**src/rtl/dmac_regfile.sv**
```systemverilog
module dmac_regfile (
  input  logic        clk,
  input  logic        rst_n,
  input  logic [3:0]  io_addr,
  input  logic        io_wr,
  input  logic        io_rd,
  input  logic [7:0]  io_wdata,
  output logic [7:0]  io_rdata,
  input  logic [3:0]  tc_in,
  input  logic [3:0]  hw_req,
  output logic [23:0] ch_mode,
  output logic [3:0]  ch_mask,
  output logic [3:0]  ch_swreq,
  output logic        ctrl_enable,
  output logic [63:0] ch_addr,
  output logic [63:0] ch_count
);
  localparam int NCH = 4;
  localparam int MW  = 6;
  localparam int WW  = 16;

  localparam logic [3:0] P_CMD   = 4'h8;
  localparam logic [3:0] P_REQ   = 4'h9;
  localparam logic [3:0] P_SMASK = 4'hA;
  localparam logic [3:0] P_MODE  = 4'hB;
  localparam logic [3:0] P_CLRFF = 4'hC;
  localparam logic [3:0] P_MRST  = 4'hD;
  localparam logic [3:0] P_CLRM  = 4'hE;
  localparam logic [3:0] P_ALLM  = 4'hF;

  logic [WW-1:0] addr_q [NCH];
  logic [WW-1:0] cnt_q  [NCH];
  logic [MW-1:0] mode_q [NCH];
  logic [NCH-1:0] mask_q, swreq_q, tc_q;
  logic [7:0] cmd_q;
  logic ptr_hi;

  wire wr        = io_wr;
  wire rd        = io_rd & ~io_wr;
  wire chan_port = ~io_addr[3];
  wire [1:0] psel = io_addr[2:1];
  wire [1:0] dsel = io_wdata[1:0];
  wire stat_rd   = rd && (io_addr == P_CMD);
  wire mrst      = wr && (io_addr == P_MRST);

  wire [WW-1:0] sel_word = io_addr[0] ? cnt_q[psel] : addr_q[psel];

  always_comb begin
    io_rdata = 8'h00;
    if (rd) begin
      if (chan_port)
        io_rdata = ptr_hi ? sel_word[15:8] : sel_word[7:0];
      else if (io_addr == P_CMD)
        io_rdata = {hw_req | swreq_q, tc_q};
    end
  end

  always_ff @(posedge clk) begin
    if (!rst_n) begin
      ptr_hi  <= 1'b0;
      tc_q    <= '0;
      mask_q  <= '1;
      swreq_q <= '0;
      cmd_q   <= '0;
      for (int i = 0; i < NCH; i++) begin
        addr_q[i] <= '0;
        cnt_q[i]  <= '0;
        mode_q[i] <= '0;
      end
    end else begin
      if ((wr || rd) && chan_port)
        ptr_hi <= ~ptr_hi;
      else if (wr && (io_addr == P_CLRFF || io_addr == P_MRST))
        ptr_hi <= 1'b0;

      tc_q <= ((stat_rd || mrst) ? '0 : tc_q) | tc_in;

      if (wr && chan_port) begin
        for (int i = 0; i < NCH; i++) begin
          if (psel == i[1:0]) begin
            if (io_addr[0]) begin
              if (ptr_hi) cnt_q[i][15:8] <= io_wdata;
              else        cnt_q[i][7:0]  <= io_wdata;
            end else begin
              if (ptr_hi) addr_q[i][15:8] <= io_wdata;
              else        addr_q[i][7:0]  <= io_wdata;
            end
          end
        end
      end

      if (wr) begin
        case (io_addr)
          P_CMD:   cmd_q <= io_wdata;
          P_REQ:   swreq_q[dsel] <= io_wdata[2];
          P_SMASK: mask_q[dsel] <= io_wdata[2];
          P_MODE:  mode_q[dsel] <= io_wdata[7:2];
          P_MRST:  mask_q <= '1;
          P_CLRM:  mask_q <= '0;
          P_ALLM:  mask_q <= io_wdata[3:0];
          default: ;
        endcase
      end
    end
  end

  assign ch_mask     = mask_q;
  assign ch_swreq    = swreq_q;
  assign ctrl_enable = ~cmd_q[2];

  for (genvar g = 0; g < NCH; g++) begin : g_out
    assign ch_mode[MW*g +: MW]  = mode_q[g];
    assign ch_addr[WW*g +: WW]  = addr_q[g];
    assign ch_count[WW*g +: WW] = cnt_q[g];
  end
endmodule

```
**config.mk**
```make
export PLATFORM = sky130hd
export DESIGN_NAME = dmac_regfile
export DESIGN_NICKNAME = d
export VERILOG_FILES = /design/src/rtl/dmac_regfile.sv
export SDC_FILE = /design/constraint.sdc
export NUM_CORES = 1
export LEC_CHECK = 0
export ABC_AREA = 1
export BUFFER_PORTS_ARGS = -buffer_cell sky130_fd_sc_hd__buf_2
export CAP_MARGIN = 30
export CELL_PAD_IN_SITES_DETAIL_PLACEMENT = 1
export CELL_PAD_IN_SITES_GLOBAL_PLACEMENT = 2
export CORE_ASPECT_RATIO = 0.75
export CORE_MARGIN = 2
export CORE_UTILIZATION = 31
export DETAILED_ROUTE_END_ITERATION = 10
export GPL_TIMING_DRIVEN = 0
export HOLD_SLACK_MARGIN = 0.1
export PLACE_DENSITY_LB_ADDON = 0.12
export SLEW_MARGIN = 20
export SYNTH_ARGS = -nofsm -noshare
export SYNTH_HDL_FRONTEND = slang
export SYNTH_SLANG_ARGS = --single-unit
export TNS_END_PERCENT = 5
```
**constraint.sdc**
```tcl
create_clock -name clk -period 2.2 [get_ports clk]
set_input_delay 0.11 -clock clk [delete_from_list [all_inputs] [get_ports clk]]
set_output_delay 0.11 -clock clk [all_outputs]
set_load 0.03 [all_outputs]
```
======== Word-level counts from Yosys, hierarchy flattened ========
Memory sizes are Yosys's and may differ from the RTL's.
Cells that the tools add are included.
word-level totals
  word-level logic and storage cells ...... 167
  memories kept ........................... 3
  output and inout port bits .............. 169
  register bits ........................... 16
  RAM bits ................................ 152
memory list
  name    words  bits a word  read ports  clocked after Yosys merged registers in  write ports  RTL line  RTL
  addr_q  4      16           5           0                                        4            31        logic [WW-1:0] addr_q [NCH];
  cnt_q   4      16           5           0                                        4            32        logic [WW-1:0] cnt_q [NCH];
  mode_q  4      6            4           0                                        4            33        logic [MW-1:0] mode_q [NCH];
operators by class
  reductions and logical operators ........ 16
  equality and inequality tests ........... 11
  multiplexer cells ....................... 107
  $lt $le $gt $ge ......................... 2
  bitwise operators ....................... 23
operators by type and width
  operator              number
  $mux W8               20
  $mux W1               79
  $eq A4 B4 Y1 const B  8
  $mux W16              1
  $or A1 B1 Y1          16
  $pmux W4 S4           1
  $bwmux W4             2
  $or A4 B4 Y4          2
  $logic_and A1 B1 Y1   6
  $mux W6               1
  $reduce_and A2 Y1     3
  $reduce_or A6 Y1      1
  $eq A2 B2 Y1 const B  2
  $mux W4               1
  $not A1 Y1            4
  $reduce_bool A4 Y1    1
  $logic_or A1 B1 Y1    3
  $lt A2 B3 Y1 const B  1
  $demux W1 S2          1
  $eq A2 B1 Y1 const B  1
  $ge A2 B1 Y1 const B  1
  $logic_not A2 Y1      1
  $mux W2               1
  $reduce_bool A2 Y1    1
  $and A1 B1 Y1         1

======== Depth between registers and ports, before layout ========
Gate-level depths: netlist (run 1).
  depth in word-level cells ............... 7
  gate-level depth with buffers ........... 11
  mapped depth without buffers ............ 9

======== Worst setup path after synthesis (run 1) ========
No wires, ideal clock.
  path kind ............................... input -> register
  from .................................... input port io_addr[1]
  to ...................................... memory mode_q[0][0] (enable)
  setup time .............................. 0.377 ns
  arrival ................................. 1.193 ns
  stages .................................. 7
  path slack .............................. 0.630 ns
  buffers on the path ..................... 1
  cell sequence ........................... buf_2 clkinv_2 nor2_1 inv_1 nor2_1 inv_1 o21ai_0
RTL lines
  element          RTL line  RTL
  start, declared  4         input logic [3:0] io_addr,
  end, declared    33

==> impl_metrics.yaml, run 1 <==
run_status:
  status: "complete, no violations"
setup_path:
  r2r-start: "ptr_hi"
  worstPathCellList: "clkbuf_1 -> clkbuf_1 -> buf_1 -> nand2_1"
  crit_path_start_kind: "input port"
  crit_path_end: "addr_q[2][6]"
  rr_worst_depth: 4
  path_common_cell: "clkbuf_1"
  cp_slowest_cell: "buf_1"
  cp.arrival_ns: 2.16
  cp_top_family: "buffers and inverters"
  critPathMaxFanout: 10
  endpoint_kind: "flip-flop"
  crit_required_ns: 2.28
  max_stage_delay_ns: 0.55
  worstReg2RegEnd: "addr_q[2][6]"
  startpoint: "rst_n"
  path_depth: 4
  critical_path_buf_inv_count: 3
  path_class: "input port to flip-flop"
  rrSetupSlack_ns: 0.56
timing:
  fin_crit_ns: 2.08
  fmax_mhz: 481
  hold_violations: 0
  rsz0062_at_grt: "yes"
  fin_skew_ns: 0.00828
  slew_violations: 0
  worst_slew_pin_slew_ns: 0.940
  relSlewSlack_pct: 37.3
  period_share_pct: 94.5
  worst_slack_ns: 0.121
  setup_viol_count_final: 0
die:
  start_util_pct: 31.3
  dieWidth_um: 187
  core_area_um2: 24800
  die_area_um2: 26300
  pin_count: 193
  die_h_um: 141
  num_rows: 50
synth:
  synth_common_cells: "nand2_1 (404), nor2_1 (165), edfxtp_1 (152), inv_1 (26), o21ai_0 (26)"
  synth-seq-cells: 166
  yosysTopAreaCellShare_pct: 58.9
  synth_async_sr_flop_share_pct: 0
  synth_largest_area_cell: "edfxtp_1"
  synth_edf_count: 152
  syn_inst: 892
  syn_area_per_cell_um2: 8.69
  synth_flop_cell: "edfxtp_1"
  yosysWarnings: 0
  synth_cell_types: 23
  synth.most_common_cell: "nand2_1"
  synth_fp_nets: 916
  seq_area_frac_synth_pct: 62.5
  synthTopCellsByArea: "edfxtp_1 (59%), nand2_1 (20%), nor2_1 (8.0%), dfxtp_1 (3.6%), o21ai_0 (1.7%)"
  syn-cell-area_um2: 7750
placed_design:
  hpwlAfterDp_um: 22100
  pre_cts_ws_ns: -0.512
  gp_congestion: 0.789
  placed_area_um2: 9120
  placed_cells: 1419
  port_buffers: 189
pwr:
  p_sw_mw: 2.21
  vdd_drop_max_mv: 0.566
  seqPwrFrac_pct: 48.6
  p_per_area_nw_per_um2: 759
  pwr-share-clk_pct: 38.8
  leakage_nw: 4.61
  swShare_pct: 29.7
  internal_power_mw: 5.25
  combPwrFrac_pct: 12.6
global_routing:
  top_usage_layer: "met2"
  grt_pass1_vias: 7011
  grtUsageMet2_pct: 36.2
  grt_start_max_net_pins: 17
  use_met3_pct: 3.41
  grt.total_usage_pct: 22.6
  grt.met1_usage_pct: 32.4
  grt_pass1_wl_um: 43600
  antenna_found_initial: 0
  overflow: 0
finish:
  finalNonFillerCells: 1465
  final_net_count: 1138
  drive_above_1_share_pct: 22.4
  regArea_um2: 4850
  diodes: 0
  multi_input_area_um2: 2600
  syn2layout_area_growth_pct: 26.8
  final_util_pct: 39.7
  stdcell_area_um2: 9830
  fillers: 3052
clock_network:
  clock_latency_ns: 0.44
  cts_setup_buffers: 0
  ctsLongestPathBuffers: 2
  ctsRootBufferMaster: "clkbuf_16"
  clock_sinks: 166
  cts_tree: "built"
  cts_buffers: 17
  clk_pin_slew_ns: 0.07
  htreeDepth: 4
flow_run:
  cap_violations: 0
drt:
  post-route-drc-count: 0
  routed_wl_um: 29600
  drt_iter0_drc: 458
  viasPerCell: 4.69
  first_pass_iters: 5
  vias: 6876
  ant_nets: 0
  wire_per_inst_um: 20.2
hold_path:
  hold_path_class: "input port to flip-flop"
## worst register-to-register path: stages, from the launching register on
cell      delay [ns]
dfxtp_4         0.38
nor2_4          0.22
clkbuf_2        0.27
nand2_1         0.08
nand2_1         0.35
## metal layers
layer / routed length [um] / vias to the layer above
li1: - / 3306
met1: 14300 / 3362
met2: 13400 / 191
met3: 1490 / 17
met4: 320 / 0
met5: 0 / -
## layout make-up
type,instances,area share (%)
Sequential cell,166,49.3
Multi-Input combinational cell,646,26.4
Timing Repair Buffer,203,10.9
Clock buffer,18,4.37
Tap cell,338,4.30
Buffer,40,1.90
Inverter,40,1.54
Clock inverter,14,1.20
## cell families (layout without fill, tap and decap cells)
group | count (synthesis) | count (layout) | share of synthesized area (%)
AND/OR/NAND/NOR | 598 | 598 | 29.9
buffers and inverters | 80 | 315 | 4.26
flip-flops | 166 | 166 | 62.5
AO/OA/AOI/OAI | 48 | 48 | 3.33
## sequential cells by signal, summed over array words and instances, names as in the netlist
signal    cells
addr_q       64
cnt_q        64
mode_q       24
ch_mask       4
ch_swreq      4
tc_q          4
cmd_q         1
ptr_hi        1
## metrics by stage
step	hold WS, ns	total power [mW]	TNS (ns)
after floorplan	0.244	4.25	0
after detailed placement	0.365	4.62	-46.51
after CTS	0.102	7.49	-0.00380
after global placement	0.360	4.62	-49.68
final	0.102	7.46	0
after global routing	0.155	7.70	-0.00828
## power groups by stage
stage                     Sequential, mW  Clock [mW]  Combinational (mW)
after floorplan                     3.91           0               0.338
after global placement              3.70           0               0.919
after detailed placement            3.70           0               0.925
after CTS                           3.63        2.92               0.947
after global routing                3.64        3.04                1.02
final                               3.63        2.89               0.944
## worst min-delay path by stage
stage / slack, ns / end / startpoint / depth (start not counted)
2_1_floorplan: 0.24 / tc_q[0] / tc_in[0] / 2
3_3_place_gp: 0.36 / tc_q[3] / tc_in[3] / 3
3_5_place_dp: 0.36 / tc_q[3] / tc_in[3] / 3
4_1_cts: 0.10 / ch_swreq[0] / io_wdata[0] / 4
5_1_grt: 0.16 / ch_swreq[1] / io_wdata[1] / 4
6_report: 0.10 / ch_swreq[0] / io_wdata[0] / 4
## timing repair
action	in CTS	in global routing
resized for setup	7	9
hold endpoints to repair	11	0
hold buffers	11	0
setup endpoints to repair	31	13
pin swaps	0	0
## placed cells by master (no fill, tap or decap), types with 4 or more instances in the layout
| master | n |
|---|---|
| a21oi_1 | 15 |
| nor2_1 | 162 |
| nor2_4 | 5 |
| dlygate4sd3_1 | 11 |
| o21ai_0 | 25 |
| inv_6 | 4 |
| o211ai_1 | 5 |
| nand2_1 | 404 |
| inv_1 | 25 |
| dfxtp_1 | 13 |
| nand3_1 | 22 |
| clkbuf_1 | 19 |
| buf_2 | 202 |
| clkbuf_16 | 17 |
| clkinv_1 | 13 |
| buf_4 | 4 |
| edfxtp_1 | 152 |
(Power assumes the default switching activity.)
==> run 2, diff against run 1 <==
--- a/config.mk
+++ b/config.mk
@@ -6,7 +6,7 @@
 export NUM_CORES = 1
 export LEC_CHECK = 0
 export ABC_AREA = 1
-export BUFFER_PORTS_ARGS = -buffer_cell sky130_fd_sc_hd__buf_2
+export BUFFER_PORTS_ARGS = -buffer_cell sky130_fd_sc_hd__buf_4
 export CAP_MARGIN = 30
 export CELL_PAD_IN_SITES_DETAIL_PLACEMENT = 1
 export CELL_PAD_IN_SITES_GLOBAL_PLACEMENT = 2
==> impl_metrics.yaml, run 2 (same netlist as run 1, synthesis figures left out) <==
finish:
  drive_above_1_share_pct: 22.6
  layout_commonest_cell: "nand2_1"
  reg_top3: "addr_q: 64 flops, cnt_q: 64 flops, mode_q: 24 flops"
  diodes: 0
  syn2layout_area_growth_pct: 33.7
  final_net_count: 1140
  finalNonFillerCells: 1467
  layout_common_cells: "nand2_1 (404), buf_4 (192), nor2_1 (162), edfxtp_1 (152), inv_1 (26)"
  stdcell_area_um2: 10400
  final_util_pct: 41.8
die:
  core_area_um2: 24800
  die_h_um: 141
  die_area_um2: 26300
  dieWidth_um: 187
  start_util_pct: 31.3
  num_rows: 50
  pin_count: 193
global_routing:
  grt_pass1_vias: 7010
  antenna_found_initial: 0
  overflow: 0
  grt_pass1_wl_um: 43700
  grt.total_usage_pct: 22.6
  grt_start_max_net_pins: 17
hold_path:
  hold_depth: 4
  hold_path_class: "input port to flip-flop"
clock_network:
  htreeDepth: 4
  clk_pin_slew_ns: 0.07
  cts_tree: "built"
  clock_latency_ns: 0.43
  clock_sinks: 166
  cts_setup_buffers: 0
  ctsLongestPathBuffers: 2
  ctsRootBufferMaster: "clkbuf_16"
  cts_buffers: 17
drt:
  post-route-drc-count: 0
  top_layer_used: "met4"
  first_pass_iters: 5
  wl_met3_um: 1320
  wire_per_inst_um: 20.2
  drt_iter0_drc: 480
  routed_wl_um: 29700
  met1_length_um: 14200
  vias: 6916
  ant_nets: 0
  wl_met2_um: 13800
  viasPerCell: 4.71
setup_path:
  endpoint_kind: "primary output"
  max_stage_delay_ns: 0.37
  cp_top_family: "buffers and inverters"
  path_class: "flip-flop to primary output"
  path_depth: 8
  crit_path_start_kind: "flip-flop"
  crit_required_ns: 2.09
  critical_path_buf_inv_count: 3
  cp_slowest_cell: "dfxtp_2"
  critPathMaxFanout: 10
  worstPathCellList: "nand2_1 -> inv_1 -> clkbuf_4 -> nand2_1 -> nand2_1 -> o21ai_0 -> nand2_1 -> buf_4"
  cp.arrival_ns: 1.98
  rr_worst_depth: 5
  path_common_cell: "nand2_1"
pwr:
  vdd_drop_max_mv: 0.402
  leakage_nw: 4.76
  p_per_area_nw_per_um2: 746
placed_design:
  hpwlAfterDp_um: 22200
  placed_area_um2: 9590
  port_buffers: 189
  placed_cells: 1419
  gp_congestion: 0.804
timing:
  relSlewSlack_pct: 37.5
  fin_crit_ns: 2.09
  period_share_pct: 95.2
  fin_skew_ns: 0.0100
  fmax_mhz: 477
  slew_violations: 0
  worst_slew_pin_slew_ns: 0.937
  hold_violations: 0
  setup_viol_count_final: 0
  holdWs_ns: 0.132
  rsz0062_at_grt: "no"
run_status:
  status: "complete, no violations"
flow_run:
  cap_violations: 0
==> run 2: changes by cell type in the layout (fill, tap and decap cells not counted), moves of 2 or more <==
cell	previous run	this run
buf_2	202	15
buf_4	4	192
bufinv_16	0	2
clkinv_4	3	1
clkinvlp_4	2	0
inv_6	4	7
==> run 2: per-stage QoR <==
stage | worst slack (ns) | power, mW | setup TNS (ns)
finish | 0.106 | 7.73 | 0
global route | 0.00996 | 7.97 | 0
CTS | 0.00913 | 7.77 | 0
detailed placement | -0.477 | 4.70 | -42.36
global placement | -0.463 | 4.70 | -40.61
floorplan | 0.630 | 4.25 | 0
==> run 2: layout make-up <==
type | count | area, um^2
well taps | 338 | 423
multi-input cells | 646 | 2600
inverters | 40 | 151
clock inverters | 14 | 161
fillers | 2970 | 14400
repair buffers | 205 | 1570
flip-flops and latches | 166 | 4850
clock buffers | 18 | 429
plain buffers | 40 | 184
==> run 2: final timing paths <==
path | from | to | slack (ns)
hold / removal | io_wdata[1] | ch_swreq[3] | 0.13
hold reg to reg | tc_q[1] | tc_q[1] | 0.46
setup / recovery | ptr_hi | io_rdata[5] | 0.11
setup reg to reg | ptr_hi | addr_q[0][15] | 0.51
==> run 2: where the power goes <==
part | total (mW) | switching (mW) | internal (mW)
clock network | 3.08 | 1.37 | 1.71
logic | 1.02 | 0.733 | 0.287
registers | 3.64 | 0.0802 | 3.56
total | 7.73 | 2.18 | 5.56
==> run 2: per-layer routing <==
layer,GRT usage [%],up-vias
li1,-,3305
met3,3.36,15
met1,31.9,3428
met2,37.1,168
met4,4.89,0
met5,0,-
==> run 2: tightest hold or removal path: stages <==
cell and delay, ns:
buf_4 0.13, nand3_1 0.09, o21ai_0 0.08, a21oi_1 0.11
==> run 2: repair_timing <==
action                                 CTS  global route
resized for setup                        6             5
setup endpoints to repair               25            14
hold buffers                            12             0
endpoints found under the hold margin   13             0
==> run 3, diff against run 2 <==
==> constraint.sdc (replaced) <==
create_clock -name clk -period 2.2 [get_ports clk]
set_input_delay 0.11 -clock clk [delete_from_list [all_inputs] [get_ports clk]]
set_output_delay 0.11 -clock clk [all_outputs]
set_load 0.05 [all_outputs]
==> impl_metrics.yaml, run 3 (same netlist as run 1, synthesis figures left out) <==
run_status:
  status: "complete, no violations"
die:
  core_area_um2: 24800
  start_util_pct: 31.3
  die_area_um2: 26300
  dieWidth_um: 187
  die_h_um: 141
  num_rows: 50
  pin_count: 193
finish:
  layout_common_cells: "nand2_1 (404), buf_4 (193), nor2_1 (162), edfxtp_1 (152)"
  finalNonFillerCells: 1468
  layout_commonest_cell: "nand2_1"
  drive_above_1_share_pct: 22.6
  final_util_pct: 41.9
  syn2layout_area_growth_pct: 33.9
  diodes: 0
  stdcell_area_um2: 10400
  final_net_count: 1141
  reg_top3: "addr_q: 64 flops, cnt_q: 64 flops, mode_q: 24 flops"
setup_path:
  crit_required_ns: 2.09
  endpoint_kind: "primary output"
  path_common_cell: "nand2_1"
  cp_slowest_cell: "dfxtp_2"
  critPathMaxFanout: 10
  path_class: "flip-flop to primary output"
  max_stage_delay_ns: 0.42
  crit_path_start_kind: "flip-flop"
  cp.arrival_ns: 1.99
  worstPathCellList: "inv_1 -> nor2_4 -> buf_4 -> nand2_1 -> nand2_1 -> o21ai_0 -> nand2_1 -> buf_4"
drt:
  routed_wl_um: 29700
  drt_iter0_drc: 519
  ant_nets: 0
  post-route-drc-count: 0
  first_pass_iters: 5
  wire_per_inst_um: 20.2
  vias: 6941
  viasPerCell: 4.73
timing:
  setup_viol_count_final: 0
  holdWs_ns: 0.122
  fin_crit_ns: 2.10
  worst_slew_pin_slew_ns: 0.933
  rsz0062_at_grt: "yes"
  fin_skew_ns: 0.00849
  slew_violations: 0
  relSlewSlack_pct: 37.8
  fmax_mhz: 476
  hold_violations: 0
  period_share_pct: 95.5
global_routing:
  grt.total_usage_pct: 22.6
  grt_pass1_wl_um: 43700
  antenna_found_initial: 0
  grt_pass1_vias: 7001
  grt_start_max_net_pins: 17
  overflow: 0
hold_path:
  hold_path_class: "input port to flip-flop"
flow_run:
  cap_violations: 0
pwr:
  swShare_pct: 29.8
  pwr-share-clk_pct: 38.9
  p_sw_mw: 2.36
  vdd_drop_max_mv: 0.401
  finalPower_mw: 7.92
  seqPwrFrac_pct: 45.9
  internal_power_mw: 5.56
  p_per_area_nw_per_um2: 764
  combPwrFrac_pct: 15.2
  leakage_nw: 4.76
placed_design:
  placed_cells: 1419
  port_buffers: 189
  hpwlAfterDp_um: 22200
  placed_area_um2: 9590
  gp_congestion: 0.804
clock_network:
  cts_tree: "built"
  htreeDepth: 4
  ctsRootBufferMaster: "clkbuf_16"
  clk_pin_slew_ns: 0.07
  clock_latency_ns: 0.43
  ctsLongestPathBuffers: 2
  clock_sinks: 166
  cts_buffers: 17
  cts_setup_buffers: 0
==> run 3: layout make-up <==
cell class / count / area [um^2]
Clock buffer: 18 / 429
Tap cell: 338 / 423
Inverter: 40 / 151
Multi-Input combinational cell: 646 / 2600
Sequential cell: 166 / 4850
Clock inverter: 14 / 161
Fill cell: 2968 / 14400
Buffer: 40 / 186
Timing Repair Buffer: 206 / 1580
==> run 3: worst paths after layout <==
path / startpoint / to / slack (ns) / cells past startpoint
max: ptr_hi / io_rdata[5] / 0.10 / 8
min: io_wr / ptr_hi / 0.12 / 4
max reg2reg: ptr_hi / cnt_q[2][6] / 0.51 / 4
min reg2reg: tc_q[0] / tc_q[0] / 0.46 / 2
==> run 3: per-stage QoR <==
stage	setup TNS, ns	worst slack [ns]
after global placement	-40.61	-0.463
after floorplan	0	0.623
after global routing	-0.0196	-0.0143
final	0	0.100
after detailed placement	-42.36	-0.477
after CTS	0	0.0191
==> run 3: worst max-delay path: cells and delay by family, from the launching register on <==
kind                   cells  cell delay, ns
buffers and inverters      3            0.50
and+or+nand+nor            4            0.46
DFF                        1            0.42
AOI/OAI and AO/OA          1            0.17
==> run 3: layer usage <==
layer | up-vias | routed length (um) | part of all wire (%) | track usage (%)
li1 | 3307 | - | - | -
met1 | 3407 | 14100 | 47 | 32.0
met2 | 212 | 13800 | 46 | 37.1
met3 | 15 | 1600 | 5.4 | 3.36
met4 | 0 | 278 | 0.94 | 4.64
met5 | - | 0 | 0 | 0
==> run 3: power by group through the flow <==
| stage | Combinational, mW | Sequential, mW | Clock [mW] |
|---|---|---|---|
| 3_3_place_gp | 1.17 | 3.71 | 0 |
| 3_5_place_dp | 1.18 | 3.71 | 0 |
| 6_report | 1.20 | 3.64 | 3.09 |
| 5_1_grt | 1.28 | 3.65 | 3.23 |
| 2_1_floorplan | 0.344 | 4.08 | 0 |
| 4_1_cts | 1.20 | 3.64 | 3.11 |
==> run 3: repair_timing <==
| action | in CTS | in global routing |
|---|---|---|
| resized for setup | 7 | 7 |
| hold buffers | 13 | 0 |
| hold endpoints to repair | 13 | 0 |
| endpoints found under the setup margin | 25 | 15 |
